<file path="config.mk">
export PLATFORM = sky130hd
export DESIGN_NAME = disp_irq_status
export DESIGN_NICKNAME = d
export VERILOG_FILES = /design/src/rtl/disp_irq_pkg.sv /design/src/rtl/disp_irq_qual.sv /design/src/rtl/disp_irq_flags.sv /design/src/rtl/disp_irq_regs.sv /design/src/rtl/disp_irq_status.sv
export SDC_FILE = /design/constraint.sdc
export NUM_CORES = 1
export LEC_CHECK = 0
export ABC_AREA = 1
export BUFFER_PORTS_ARGS = -buffer_cell sky130_fd_sc_hd__buf_2
export CAP_MARGIN = 20
export CORE_AREA = 2 2 129 68
export CTS_CLUSTER_SIZE = 28
export DETAILED_ROUTE_END_ITERATION = 8
export DIE_AREA = 0 0 131 70
export GPL_TIMING_DRIVEN = 0
export PLACE_DENSITY = 0.54
export SETUP_SLACK_MARGIN = 0.05
export SYNTH_ARGS = -nofsm -noshare
export SYNTH_HDL_FRONTEND = slang
export SYNTH_SLANG_ARGS = --single-unit
</file>
<file path="constraint.sdc">
create_clock -name clk -period 1.3 [get_ports clk]
set_input_delay 0.065 -clock clk [delete_from_list [all_inputs] [get_ports clk]]
set_output_delay 0.065 -clock clk [all_outputs]
set_load 0.01 [all_outputs]
</file>
<file path="src/rtl/disp_irq_pkg.sv">
package disp_irq_pkg;
  localparam int unsigned NFLAG      = 11;
  localparam int unsigned BIT_SINT   = 10;
  localparam int unsigned BIT_BRANCH = 9;
  localparam int unsigned BIT_EOF    = 8;
  localparam int unsigned BIT_QDIS   = 7;
  localparam int unsigned BIT_OUND   = 6;
  localparam int unsigned BIT_UUND   = 5;
  localparam int unsigned BIT_LUND   = 4;
  localparam int unsigned BIT_ACB    = 3;
  localparam int unsigned BIT_SOF    = 1;
  localparam int unsigned BIT_BERR   = 0;

  typedef logic [NFLAG-1:0] flag_vec_t;

  // frame-related sources: branch, end of frame, start of frame, bus error
  localparam flag_vec_t FRAME_GRP = 11'b011_0000_0011;
  // bits software may mask (AC bias and bit 2 excluded)
  localparam flag_vec_t MASKABLE  = 11'b111_1111_0011;

  localparam int unsigned SEL_STATUS = 0;
  localparam int unsigned SEL_MASK   = 1;
  localparam int unsigned SEL_FID    = 2;
endpackage

</file>
<file path="src/rtl/disp_irq_qual.sv">
module disp_irq_qual
  import disp_irq_pkg::*;
(
  input  logic      ev_branch_i,
  input  logic      branch_irq_en_i,
  input  logic      ev_sof_i,
  input  logic      ev_eof_i,
  input  logic      eof_irq_en_i,
  input  logic      ev_bus_err_i,
  input  logic      ev_quick_dis_i,
  input  logic      ev_out_under_i,
  input  logic      ev_up_under_i,
  input  logic      ev_lo_under_i,
  input  logic      dual_panel_i,
  input  logic      ev_acbias_i,
  output flag_vec_t set_o
);
  always_comb begin
    set_o             = '0;
    set_o[BIT_BRANCH] = ev_branch_i & branch_irq_en_i;
    set_o[BIT_EOF]    = ev_eof_i & eof_irq_en_i;
    set_o[BIT_QDIS]   = ev_quick_dis_i;
    set_o[BIT_OUND]   = ev_out_under_i;
    set_o[BIT_UUND]   = ev_up_under_i;
    set_o[BIT_LUND]   = ev_lo_under_i & dual_panel_i;
    set_o[BIT_ACB]    = ev_acbias_i;
    set_o[BIT_SOF]    = ev_sof_i;
    set_o[BIT_BERR]   = ev_bus_err_i;
  end
endmodule

</file>
<file path="src/rtl/disp_irq_flags.sv">
module disp_irq_flags
  import disp_irq_pkg::*;
#(
  parameter int unsigned FID_W = 16
) (
  input  logic             clk,
  input  logic             rst,
  input  flag_vec_t        set_i,
  input  flag_vec_t        clr_i,
  input  flag_vec_t        mask_i,
  input  logic [FID_W-1:0] frame_id_i,
  output flag_vec_t        status_q,
  output flag_vec_t        status_d,
  output logic [FID_W-1:0] fid_q
);
  flag_vec_t kept;
  logic      pend;
  logic      fr_hit;
  logic      sint_set;

  assign kept     = status_q & ~clr_i;
  assign pend     = |(kept & FRAME_GRP & ~mask_i);
  assign fr_hit   = |(set_i & FRAME_GRP & ~mask_i);
  assign sint_set = fr_hit & pend;

  for (genvar b = 0; b < NFLAG; b++) begin : g_flag
    if (b == BIT_SINT) begin : g_sint
      assign status_d[b] = kept[b] | set_i[b] | sint_set;
    end else if (b == 2) begin : g_rsvd
      assign status_d[b] = 1'b0;
    end else begin : g_src
      assign status_d[b] = kept[b] | set_i[b];
    end
  end

  always_ff @(posedge clk) begin
    if (rst) begin
      status_q <= '0;
      fid_q    <= '0;
    end else begin
      status_q <= status_d;
      if (fr_hit && !pend) fid_q <= frame_id_i;
    end
  end
endmodule

</file>
<file path="src/rtl/disp_irq_regs.sv">
module disp_irq_regs
  import disp_irq_pkg::*;
#(
  parameter int unsigned DATA_W = 32,
  parameter int unsigned ADDR_W = 2,
  parameter int unsigned FID_W  = 16
) (
  input  logic              clk,
  input  logic              rst,
  input  logic              wr_i,
  input  logic [ADDR_W-1:0] addr_i,
  input  logic [DATA_W-1:0] wdata_i,
  input  flag_vec_t         status_q_i,
  input  logic [FID_W-1:0]  fid_q_i,
  output flag_vec_t         clr_o,
  output flag_vec_t         mask_q,
  output flag_vec_t         mask_d,
  output logic [DATA_W-1:0] rdata_q
);
  localparam int unsigned PAD_F = DATA_W - NFLAG;
  localparam int unsigned PAD_I = DATA_W - FID_W;

  logic              sel_status;
  logic              sel_mask;
  logic              sel_fid;
  logic [DATA_W-1:0] rd_mux;
  logic              unused_hi;

  assign sel_status = (addr_i == ADDR_W'(SEL_STATUS));
  assign sel_mask   = (addr_i == ADDR_W'(SEL_MASK));
  assign sel_fid    = (addr_i == ADDR_W'(SEL_FID));
  assign unused_hi  = ^wdata_i[DATA_W-1:NFLAG];

  assign clr_o  = (wr_i && sel_status) ? wdata_i[NFLAG-1:0] : '0;
  assign mask_d = (wr_i && sel_mask) ? (wdata_i[NFLAG-1:0] & MASKABLE) : mask_q;

  always_comb begin
    rd_mux = '0;
    if (sel_status)    rd_mux = {{PAD_F{1'b0}}, status_q_i};
    else if (sel_mask) rd_mux = {{PAD_F{1'b0}}, mask_q};
    else if (sel_fid)  rd_mux = {{PAD_I{1'b0}}, fid_q_i};
  end

  always_ff @(posedge clk) begin
    if (rst) begin
      mask_q  <= '0;
      rdata_q <= '0;
    end else begin
      mask_q  <= mask_d;
      rdata_q <= rd_mux;
    end
  end
endmodule

</file>
<file path="src/rtl/disp_irq_status.sv">
module disp_irq_status
  import disp_irq_pkg::*;
#(
  parameter int unsigned DATA_W = 32,
  parameter int unsigned ADDR_W = 2,
  parameter int unsigned FID_W  = 16
) (
  input  logic              clk,
  input  logic              rst,
  input  logic              ev_branch_i,
  input  logic              branch_irq_en_i,
  input  logic              ev_sof_i,
  input  logic              ev_eof_i,
  input  logic              eof_irq_en_i,
  input  logic              ev_bus_err_i,
  input  logic              ev_quick_dis_i,
  input  logic              ev_out_under_i,
  input  logic              ev_up_under_i,
  input  logic              ev_lo_under_i,
  input  logic              dual_panel_i,
  input  logic              ev_acbias_i,
  input  logic [FID_W-1:0]  frame_id_i,
  input  logic              reg_wr_i,
  input  logic [ADDR_W-1:0] reg_addr_i,
  input  logic [DATA_W-1:0] reg_wdata_i,
  output logic [DATA_W-1:0] reg_rdata_o,
  output logic              irq_o
);
  flag_vec_t        set_vec;
  flag_vec_t        clr_vec;
  flag_vec_t        mask_q;
  flag_vec_t        mask_d;
  flag_vec_t        status_q;
  flag_vec_t        status_d;
  logic [FID_W-1:0] fid_q;
  logic             irq_q;

  disp_irq_qual u_qual (
    .ev_branch_i     (ev_branch_i),
    .branch_irq_en_i (branch_irq_en_i),
    .ev_sof_i        (ev_sof_i),
    .ev_eof_i        (ev_eof_i),
    .eof_irq_en_i    (eof_irq_en_i),
    .ev_bus_err_i    (ev_bus_err_i),
    .ev_quick_dis_i  (ev_quick_dis_i),
    .ev_out_under_i  (ev_out_under_i),
    .ev_up_under_i   (ev_up_under_i),
    .ev_lo_under_i   (ev_lo_under_i),
    .dual_panel_i    (dual_panel_i),
    .ev_acbias_i     (ev_acbias_i),
    .set_o           (set_vec)
  );

  disp_irq_regs #(.DATA_W(DATA_W), .ADDR_W(ADDR_W), .FID_W(FID_W)) u_regs (
    .clk        (clk),
    .rst        (rst),
    .wr_i       (reg_wr_i),
    .addr_i     (reg_addr_i),
    .wdata_i    (reg_wdata_i),
    .status_q_i (status_q),
    .fid_q_i    (fid_q),
    .clr_o      (clr_vec),
    .mask_q     (mask_q),
    .mask_d     (mask_d),
    .rdata_q    (reg_rdata_o)
  );

  disp_irq_flags #(.FID_W(FID_W)) u_flags (
    .clk        (clk),
    .rst        (rst),
    .set_i      (set_vec),
    .clr_i      (clr_vec),
    .mask_i     (mask_q),
    .frame_id_i (frame_id_i),
    .status_q   (status_q),
    .status_d   (status_d),
    .fid_q      (fid_q)
  );

  always_ff @(posedge clk) begin
    if (rst) irq_q <= 1'b0;
    else     irq_q <= |(status_d & ~mask_d);
  end

  assign irq_o = irq_q;
endmodule

</file>
# == Word level (Yosys, flattened, before mapping) ==
# Index checks and enable logic that the tools add are counted.
# word_totals
reg_bits,71
latchBits,0
mem_bits_rw,0
romBits,0
out_inout_bits,33
wordCells,47
n_memories,0
# op_classes
n_addsub,0
n_mul,0
div,0
n_lt_le_gt_ge,0
eq_ne,2
n_shift,0
n_mux,5
bitwise,22
n_reduce_logical,10
# op_table
cell,count
$mux 11,5
$not 11->11,3
$reduce_or 11->1,3
$and 10x11->11,2
$and 11x11->11,2
$or 1x1->1,10
$and 1x1->1,4
$reduce_or 4->1,1
$logic_and 1x1->1,3
$reduce_or 3->1,1
$eq 2x1->1 const B,1
$eq 2x2->1 const B,1
$logic_not 2->1,1
$logic_not 1->1,1
$not 1->1,1

# == Depth between registers and ports, before layout ==
# Gate-level depths: netlist (run 1).
# logic_depth
depth_word,11
ltp_mapped,12
mapped_depth_nobuf,11

# == Hierarchy ==
# From an unflattened synthesis (run 1), not the netlist that was laid out.
# hier_totals
cells_unflattened,455
area_unflattened_um2,2931.6
# by_module_without_submodules
module,n_inst,cells_per_inst,area_per_inst_um2
disp_irq_regs,1,221,1410.1
disp_irq_flags,1,184,1283.7
disp_irq_status,1,35,151.4
disp_irq_qual,1,15,86.3

# == Least setup slack after synthesis (run 1) ==
# Ideal clock, no wire load.
# synth_path
path_kind,input -> register
startpoint,in reg_addr_i[1]
endpoint,reg u_flags.fid_q[10]
t_arrival_ns,1.032
required_time_ns,1.187
setup_slack_ns,0.155
stages,10
path_buffers,2
path_cell_list,nor2_2 buf_4 nand3_2 nand3b_1 nand2_2 nor2_4 nand2_4 buf_2 o21ai_1 nor2_1
# synth_via
elab_chain_cells,9
# synth_lines
element,line_no,source
start: declaration,disp_irq_status.sv:24,"input logic [ADDR_W-1:0] reg_addr_i,"
$logic_not 2->1,disp_irq_regs.sv:29,assign sel_status = (addr_i == ADDR_W'(SEL_STATUS));
$logic_and 1x1->1,disp_irq_regs.sv:34,assign clr_o = (wr_i && sel_status) ? wdata_i[NFLAG-1:0] : '0;
$mux 11,disp_irq_regs.sv:34,
$not 11->11,disp_irq_flags.sv:21,assign kept = status_q & ~clr_i;
$and 11x11->11,disp_irq_flags.sv:21,
$and 10x11->11,disp_irq_flags.sv:22,assign pend = |(kept & FRAME_GRP & ~mask_i);
$reduce_or 11->1,disp_irq_flags.sv:22,
$logic_not 1->1,disp_irq_flags.sv:42,if (fr_hit && !pend) fid_q <= frame_id_i;
$logic_and 1x1->1,disp_irq_flags.sv:42,
end signal: assignment,disp_irq_flags.sv:42,
end: declaration,disp_irq_flags.sv:14,output logic [FID_W-1:0] fid_q
# Every way passes these cells.
# A chain may end at the register's enable or synchronous reset.

# == Worst setup path after layout (run 1) ==
# layout_path
startpoint,reg u_regs.mask_q[1]
endpoint,reg u_flags.fid_q[9]
# layout_via
elab_chain_cells,5
elab_cells_between_ends,7
classes_between,bitwise: 3; reduce/logical: 4
# layout_lines
element,line_no,source
start: declaration,disp_irq_regs.sv:16,"output flag_vec_t mask_q,"
start signal: assignment,disp_irq_regs.sv:49,mask_q <= mask_d;
$not 11->11 (*),"disp_irq_flags.sv:22, disp_irq_flags.sv:23",
$and 10x11->11,disp_irq_flags.sv:22,
$reduce_or 11->1,disp_irq_flags.sv:22,
$logic_not 1->1,disp_irq_flags.sv:42,
$logic_and 1x1->1 (*),disp_irq_flags.sv:42,
# Mark *: on every way between the ends. The rest lies on a longest branch, timed or not.

==> results of run 1 <==
==> registers in the layout, summed over array words and instances, names as in the netlist <==
signal            flops
u_flags.status_q     10
u_flags.fid_q        16
u_regs.rdata_q       16
u_regs.mask_q        11
irq_o                 1
==> what timing repair did <==
action | 4_1_cts | 5_1_grt
gates resized for setup | 8 | 46
pin swaps | 1 | 10
gates cloned | 0 | 3
buffers inserted | 1 | 3
setup endpoints to repair | 11 | 18
==> kinds of logic (layout without fill, tap and decap cells) <==
group / count (synthesis) / in the layout / share of synthesized area (%)
flops: 54 / 54 / 45.67
other cells: 1 / 16 / 0.1584
compound gates: 43 / 43 / 10.04
simple gates: 171 / 172 / 30.13
buf+inv: 67 / 139 / 14.01
==> stage by stage <==
| step | hold WS [ps] | area [sq um] | utilization [%] |
|---|---|---|---|
| 3_3_place_gp | 303.7 | 2860 | 34.64 |
| 3_5_place_dp | 313.0 | 2860 | 34.64 |
| 6_report | 4.483 | 3268 | 39.58 |
| 2_1_floorplan | 193.0 | 2424 | - |
| 4_1_cts | 4.667 | 3050 | 36.94 |
| 5_1_grt | 8.775 | 3268 | 39.58 |
==> layout make-up <==
class	instances	area share [%]
buffer	28	6.126
clock buffer	7	4.364
clock inverter	1	0.1531
inverter	39	4.632
multi-input combinational	231	35.34
sequential	54	33.19
tap	117	4.479
timing repair buffer	64	11.72
==> cells in the final DEF (no fill, tap or decap), drive strengths merged <==
cell type | synthesis | final
nand2 | 96 | 97
nor2 | 58 | 58
buf | 21 | 83
nand3b | 1 | 1
clkbuf | 7 | 16
a21oi | 12 | 12
dfxtp | 54 | 54
nand3 | 16 | 16
conb | 1 | 16
clkinv | 0 | 1
inv | 39 | 39
o21ai | 20 | 20
o22ai | 1 | 1
a31oi | 3 | 3
o211ai | 7 | 7
==> metal layers <==
layer	track usage, %	wire length [um]	part of all wire, %
met1	22.87	3738	55
met2	19.11	2482	37
met3	4.751	466	6.9
met4	3.546	70	1.0
met5	0	0	0
==> report_power, final <==
part           total (mW)  switching (mW)  internal, mW
clock network        1.36           0.590         0.765
registers            1.86          0.0782          1.78
logic               0.828           0.461         0.367
==> worst max path at each step <==
stage                        endpoint  slack, ps        startpoint  cells past startpoint
global placement                irq_o       -460     reg_addr_i[1]                     11
global route         u_flags.fid_q[8]        -50  u_regs.mask_q[1]                      8
detailed placement              irq_o       -480     reg_addr_i[1]                     11
floorplan           u_flags.fid_q[10]        150     reg_addr_i[1]                     10
finish               u_flags.fid_q[9]          7  u_regs.mask_q[1]                      7
CTS                  u_flags.fid_q[8]         40  u_regs.mask_q[1]                      7
==> critical path, cell delays in order, from the launching register on <==
cell	delay [ps]
dfxtp_2	360
nand3b_1	160
nand2_2	90
nor2_4	120
nand2_4	120
clkbuf_16	180
o21ai_2	130
nor2_1	40
==> out/qor.yml, run 1 <==
sta:
  post-route-min-period_ps: 1293
  final-setup-viol-count: 0
  fmax_mhz: 773.6
  fin_tns_setup_ps: 0
  fin_ws_ps: 7.299
  maxSlewViolCount: 0
  fin_skew_ps: 4.429
  rsz0062_at_grt: "true"
  worst_pin_slew_ps: 659.3
  maxSlewHeadroom_pct: 56.04
  period_share_pct: 99.44
  finalHoldViolCount: 0
cts:
  clk_latency_ps: 290
  numCtsBuffers: 5
  path_clk_slew_ps: 70
  cts.sinks: 54
  cts_htree_levels: 2
  cts_tree: "done"
  cts_hold_buf: 0
  clockBufferDepth: 2
  clockRootBuffer: "clkbuf_16"
worst_setup_path:
  critPathCaptureType: "flop"
  critical_path_arrival_ps: 1490
  r2r_slack_ps: 7
  reg2reg_from: "u_regs.mask_q[1]"
  reg2reg_depth: 7
  cp-start-kind: "flop"
  cp.required_ps: 1490
  path_max_fanout: 5
  rr_endpoint: "u_flags.fid_q[9]"
  critPathKind: "reg -> reg"
routing:
  drt_iter0_markers: 109
  final_antenna_net_count: 0
  finalWirelength_um: 6758
  viasPerCell: 4.140
  vias: 2240
  post-route-drc-count: 0
  dr.pass1.iters: 4
  routedWlPerCell_um: 12.49
power_and_ir_drop:
  cellLeakagePower_nw: 1.641
  ir_drop_v: 0.0005788
  p_per_area_mw_per_mm2: 1237
  finalPower_mw: 4.042
layout:
  num_antenna_cells: 0
  drive_above_1_share_pct: 32.55
  layoutNonFillerInstCount: 541
  fillers: 864
  nets: 488
  regArea_sq_mm: 0.001085
  area_growth_pct: 38.05
  multiInputGateArea_sq_mm: 0.001155
grt:
  grt_max_degree: 16
  antenna_found_initial: 0
  grt_pass1_wl_um: 10150
  grt_usage_pct: 14.71
  grt_pass1_vias: 2014
  grt-ovfl-total: 0
place:
  gp_congestion: 0.8481
  post-place-ws_ps: -479.3
  dpl.hpwl_um: 5051
  placed_cells: 526
  placement.io_buffers: 58
logic_synthesis:
  yosysMostFrequentCell: "nand2_1"
  synth_largest_area_cell: "dfxtp_1"
  synthArstFlopShare_pct: 0
  synth-edff-count: 0
  synth_top_area_share_pct: 45.67
  ys_top_cells_by_count: "nand2_1, nor2_1, dfxtp_1, inv_1, buf_4"
  synth_warnings: 0
  ys_ff_latch: 54
  ys.flop_type: "dfxtp_1"
  syn_area_sq_mm: 0.002367
  synth.area.top_cells: "dfxtp_1, nand2_1, nor2_1"
  synth_area_per_cell_sq_um: 7.045
  ys_seq_area_share_pct: 45.67
  ys_types: 23
  syn_inst: 336
die:
  die_w_um: 131
  num_rows: 24
  die_area_sq_mm: 0.009170
  fp.coreArea_sq_mm: 0.008258
  io_pins: 98
  start_util_pct: 28.67
  dieHeight_um: 70
status:
  status: "finished, final reports clean"
hold_path:
  min_to: "u_flags.fid_q[9]"
  whs_path_depth: 3
  hold_start: "frame_id_i[9]"
  hp-class: "in -> reg"
flow_run:
  cap_violations: 0
No activity file was read; power rests on OpenSTA's default activity.
==> run 2: changes to the inputs <==
--- a/config.mk
+++ b/config.mk
@@ -8,12 +8,12 @@
 export ABC_AREA = 1
 export BUFFER_PORTS_ARGS = -buffer_cell sky130_fd_sc_hd__buf_2
 export CAP_MARGIN = 20
-export CORE_AREA = 2 2 129 68
+export CORE_AREA = 2 2 66 131
 export CTS_CLUSTER_SIZE = 28
 export DETAILED_ROUTE_END_ITERATION = 8
-export DIE_AREA = 0 0 131 70
+export DIE_AREA = 0 0 68 133
 export GPL_TIMING_DRIVEN = 0
-export PLACE_DENSITY = 0.54
+export PLACE_DENSITY = 0.53
 export SETUP_SLACK_MARGIN = 0.05
 export SYNTH_ARGS = -nofsm -noshare
 export SYNTH_HDL_FRONTEND = slang
==> run 2 against run 1 <==
  * Via count down 1.3%
  * Sequential share of layout area up 0.94 points
  * Maximum frequency up 2.5%
  * Sequential power about the same
  * Critical path type unchanged
  * Total power down 2.2%
  * Clock skew about the same
  * Clock power about the same
  * Die area down 1.4%
  * Worst hold slack better by 1.9 ps
  * Core utilization down 0.46 points
  * Setup slack better by 32 ps
  * Non-clock buffer count up 1
==> out/qor.yml, run 2 (synthesis gave the netlist of run 1 again) <==
place:
  dpl.hpwl_um: 4358  # -14%
  gp_congestion: 0.8168  # -3.7%
  post-place-ws_ps: -344.0  # +135.3 ps
  placement.io_buffers: 58  # unchanged
grt:
  grt_usage_pct: 13.46  # -1.3 points
  grt_pass1_vias: 1895  # -5.9%
  antenna_found_initial: 0  # unchanged
  grt_max_degree: 17  # +1
  grt_pass1_wl_um: 9080  # -11%
  grt-ovfl-total: 0  # unchanged
sta:
  worst_pin_slew_ps: 641.0  # -18.35 ps
  rsz0062_at_grt: "true"
  post-route-min-period_ps: 1261  # -31.53 ps
  maxSlewViolCount: 0  # unchanged
  fin_skew_ps: 4.214  # -0.2146 ps
  period_share_pct: 97.01  # -2.4 points
  finalHoldViolCount: 0  # unchanged
  fin_ws_ps: 38.83  # +31.53 ps
  whs_ps: 6.405  # +1.922 ps
  final-setup-viol-count: 0  # unchanged
  fmax_mhz: 792.9  # +2.5%
  maxSlewHeadroom_pct: 57.27  # +1.2 points
routing:
  vias: 2210  # -1.3%
  final_antenna_net_count: 0  # unchanged
  finalWirelength_um: 6129  # -9.3%
  post-route-drc-count: 0  # unchanged
  routedWlPerCell_um: 11.72  # -6.2%
  dr.pass1.iters: 4  # unchanged
  drt_iter0_markers: 113  # +3.7%
  viasPerCell: 4.226  # +2.1%
layout:
  layout_commonest_cell: "nand2_1"
  num_antenna_cells: 0  # unchanged
  reg_top3: "u_flags.fid_q: 16 flops, u_regs.rdata_q: 16 flops, u_regs.mask_q: 11 flops"
  area_growth_pct: 34.09
  final_cell_mix: "nand2_1, buf_2, dfxtp_1"
  nets: 489  # +0.20%
  drive_above_1_share_pct: 28.00  # -4.5 points
die:
  dieHeight_um: 133  # +90%
  fp.coreArea_sq_mm: 0.008115  # -1.7%
  start_util_pct: 29.17  # +0.50 points
  num_rows: 47  # +96%
  io_pins: 98  # unchanged
  die_w_um: 68  # -48%
  die_area_sq_mm: 0.009044  # -1.4%
worst_setup_path:
  cp-start-kind: "flop"
  cp.required_ps: 1490  # about the same
  critPathCaptureType: "flop"
  critical_path_arrival_ps: 1450  # -40 ps
  critPathKind: "reg -> reg"
  path_max_fanout: 8  # +3
power_and_ir_drop:
  cellLeakagePower_nw: 1.622  # -1.1%
  p_per_area_mw_per_mm2: 1245  # +0.66%
  ir_drop_v: 0.0006218  # +7.4%
cts:
  numCtsBuffers: 5  # unchanged
  cts_tree: "done"
  cts.sinks: 54  # unchanged
  clockRootBuffer: "clkbuf_16"
  cts_hold_buf: 0  # unchanged
  clockBufferDepth: 2  # unchanged
  path_clk_slew_ps: 70  # about the same
  cts_htree_levels: 2  # unchanged
  clk_latency_ps: 290  # about the same
flow_run:
  cap_violations: 0  # unchanged
hold_path:
  hp-class: "in -> reg"
status:
  status: "finished, final reports clean"
-- run 2: area by class of cell --
cell class              instances  area, sq um
inverters                      39        153.9
clock buffers                   6        138.9
well taps                      98        122.6
clock inverters                 2        12.51
multi-input cells             231         1079
plain buffers                  28        206.4
fillers                       908         4941
flip-flops and latches         54         1084
repair buffers                 65        377.9
-- run 2: per-stage QoR --
step | instance area [sq um] | instances | power (mW) | util [%] | TNS (ps)
floorplan | 2424 | 351 | 2.289 | - | 0
global placement | 2836 | 507 | 2.484 | 34.95 | -4055
detailed placement | 2836 | 507 | 2.488 | 34.95 | -4069
CTS | 2993 | 515 | 3.861 | 36.88 | 0
global route | 3174 | 523 | 4.157 | 39.12 | -394.6
finish | 3174 | 523 | 3.952 | 39.12 | 0
-- run 2: report_power, final --
group          switching [mW]  internal (mW)  total, mW
Combinational           0.418          0.340      0.758
Sequential             0.0583           1.78       1.84
Clock                   0.592          0.764       1.36
Total                    1.07           2.88       3.95
-- run 2: critical path, stage by stage, from the launching register on --
cell and delay, ps:
dfxtp_1 340, nor2_1 60, nor2_2 170, nand2_4 110, nand2_8 110, inv_8 60, clkbuf_16 150, nor2_1 100
nor2_1 50
-- run 2: worst paths after layout --
kind	from	end	slack (ps)	cells past startpoint
max	u_regs.mask_q[9]	u_flags.fid_q[4]	40	8
min	frame_id_i[6]	u_flags.fid_q[6]	6	3
max reg2reg	u_regs.mask_q[9]	u_flags.fid_q[4]	40	8
min reg2reg	u_flags.fid_q[11]	u_regs.rdata_q[11]	430	2
-- run 2: what timing repair did --
action / CTS / global route
buffers inserted: 0 / 5
gates cloned: 0 / 3
setup endpoints to repair: 11 / 14
endpoints found under the hold margin: 0 / 0
gates resized for setup: 2 / 26
pin swaps: 0 / 4
-- run 2: metal layers --
metal	part of all wire (%)	GRT usage, %	vias up
met5	0	0	-
met1	45	18.00	959
li1	-	-	1187
met3	4.8	2.551	4
met4	0.93	4.000	0
met2	49	21.52	60
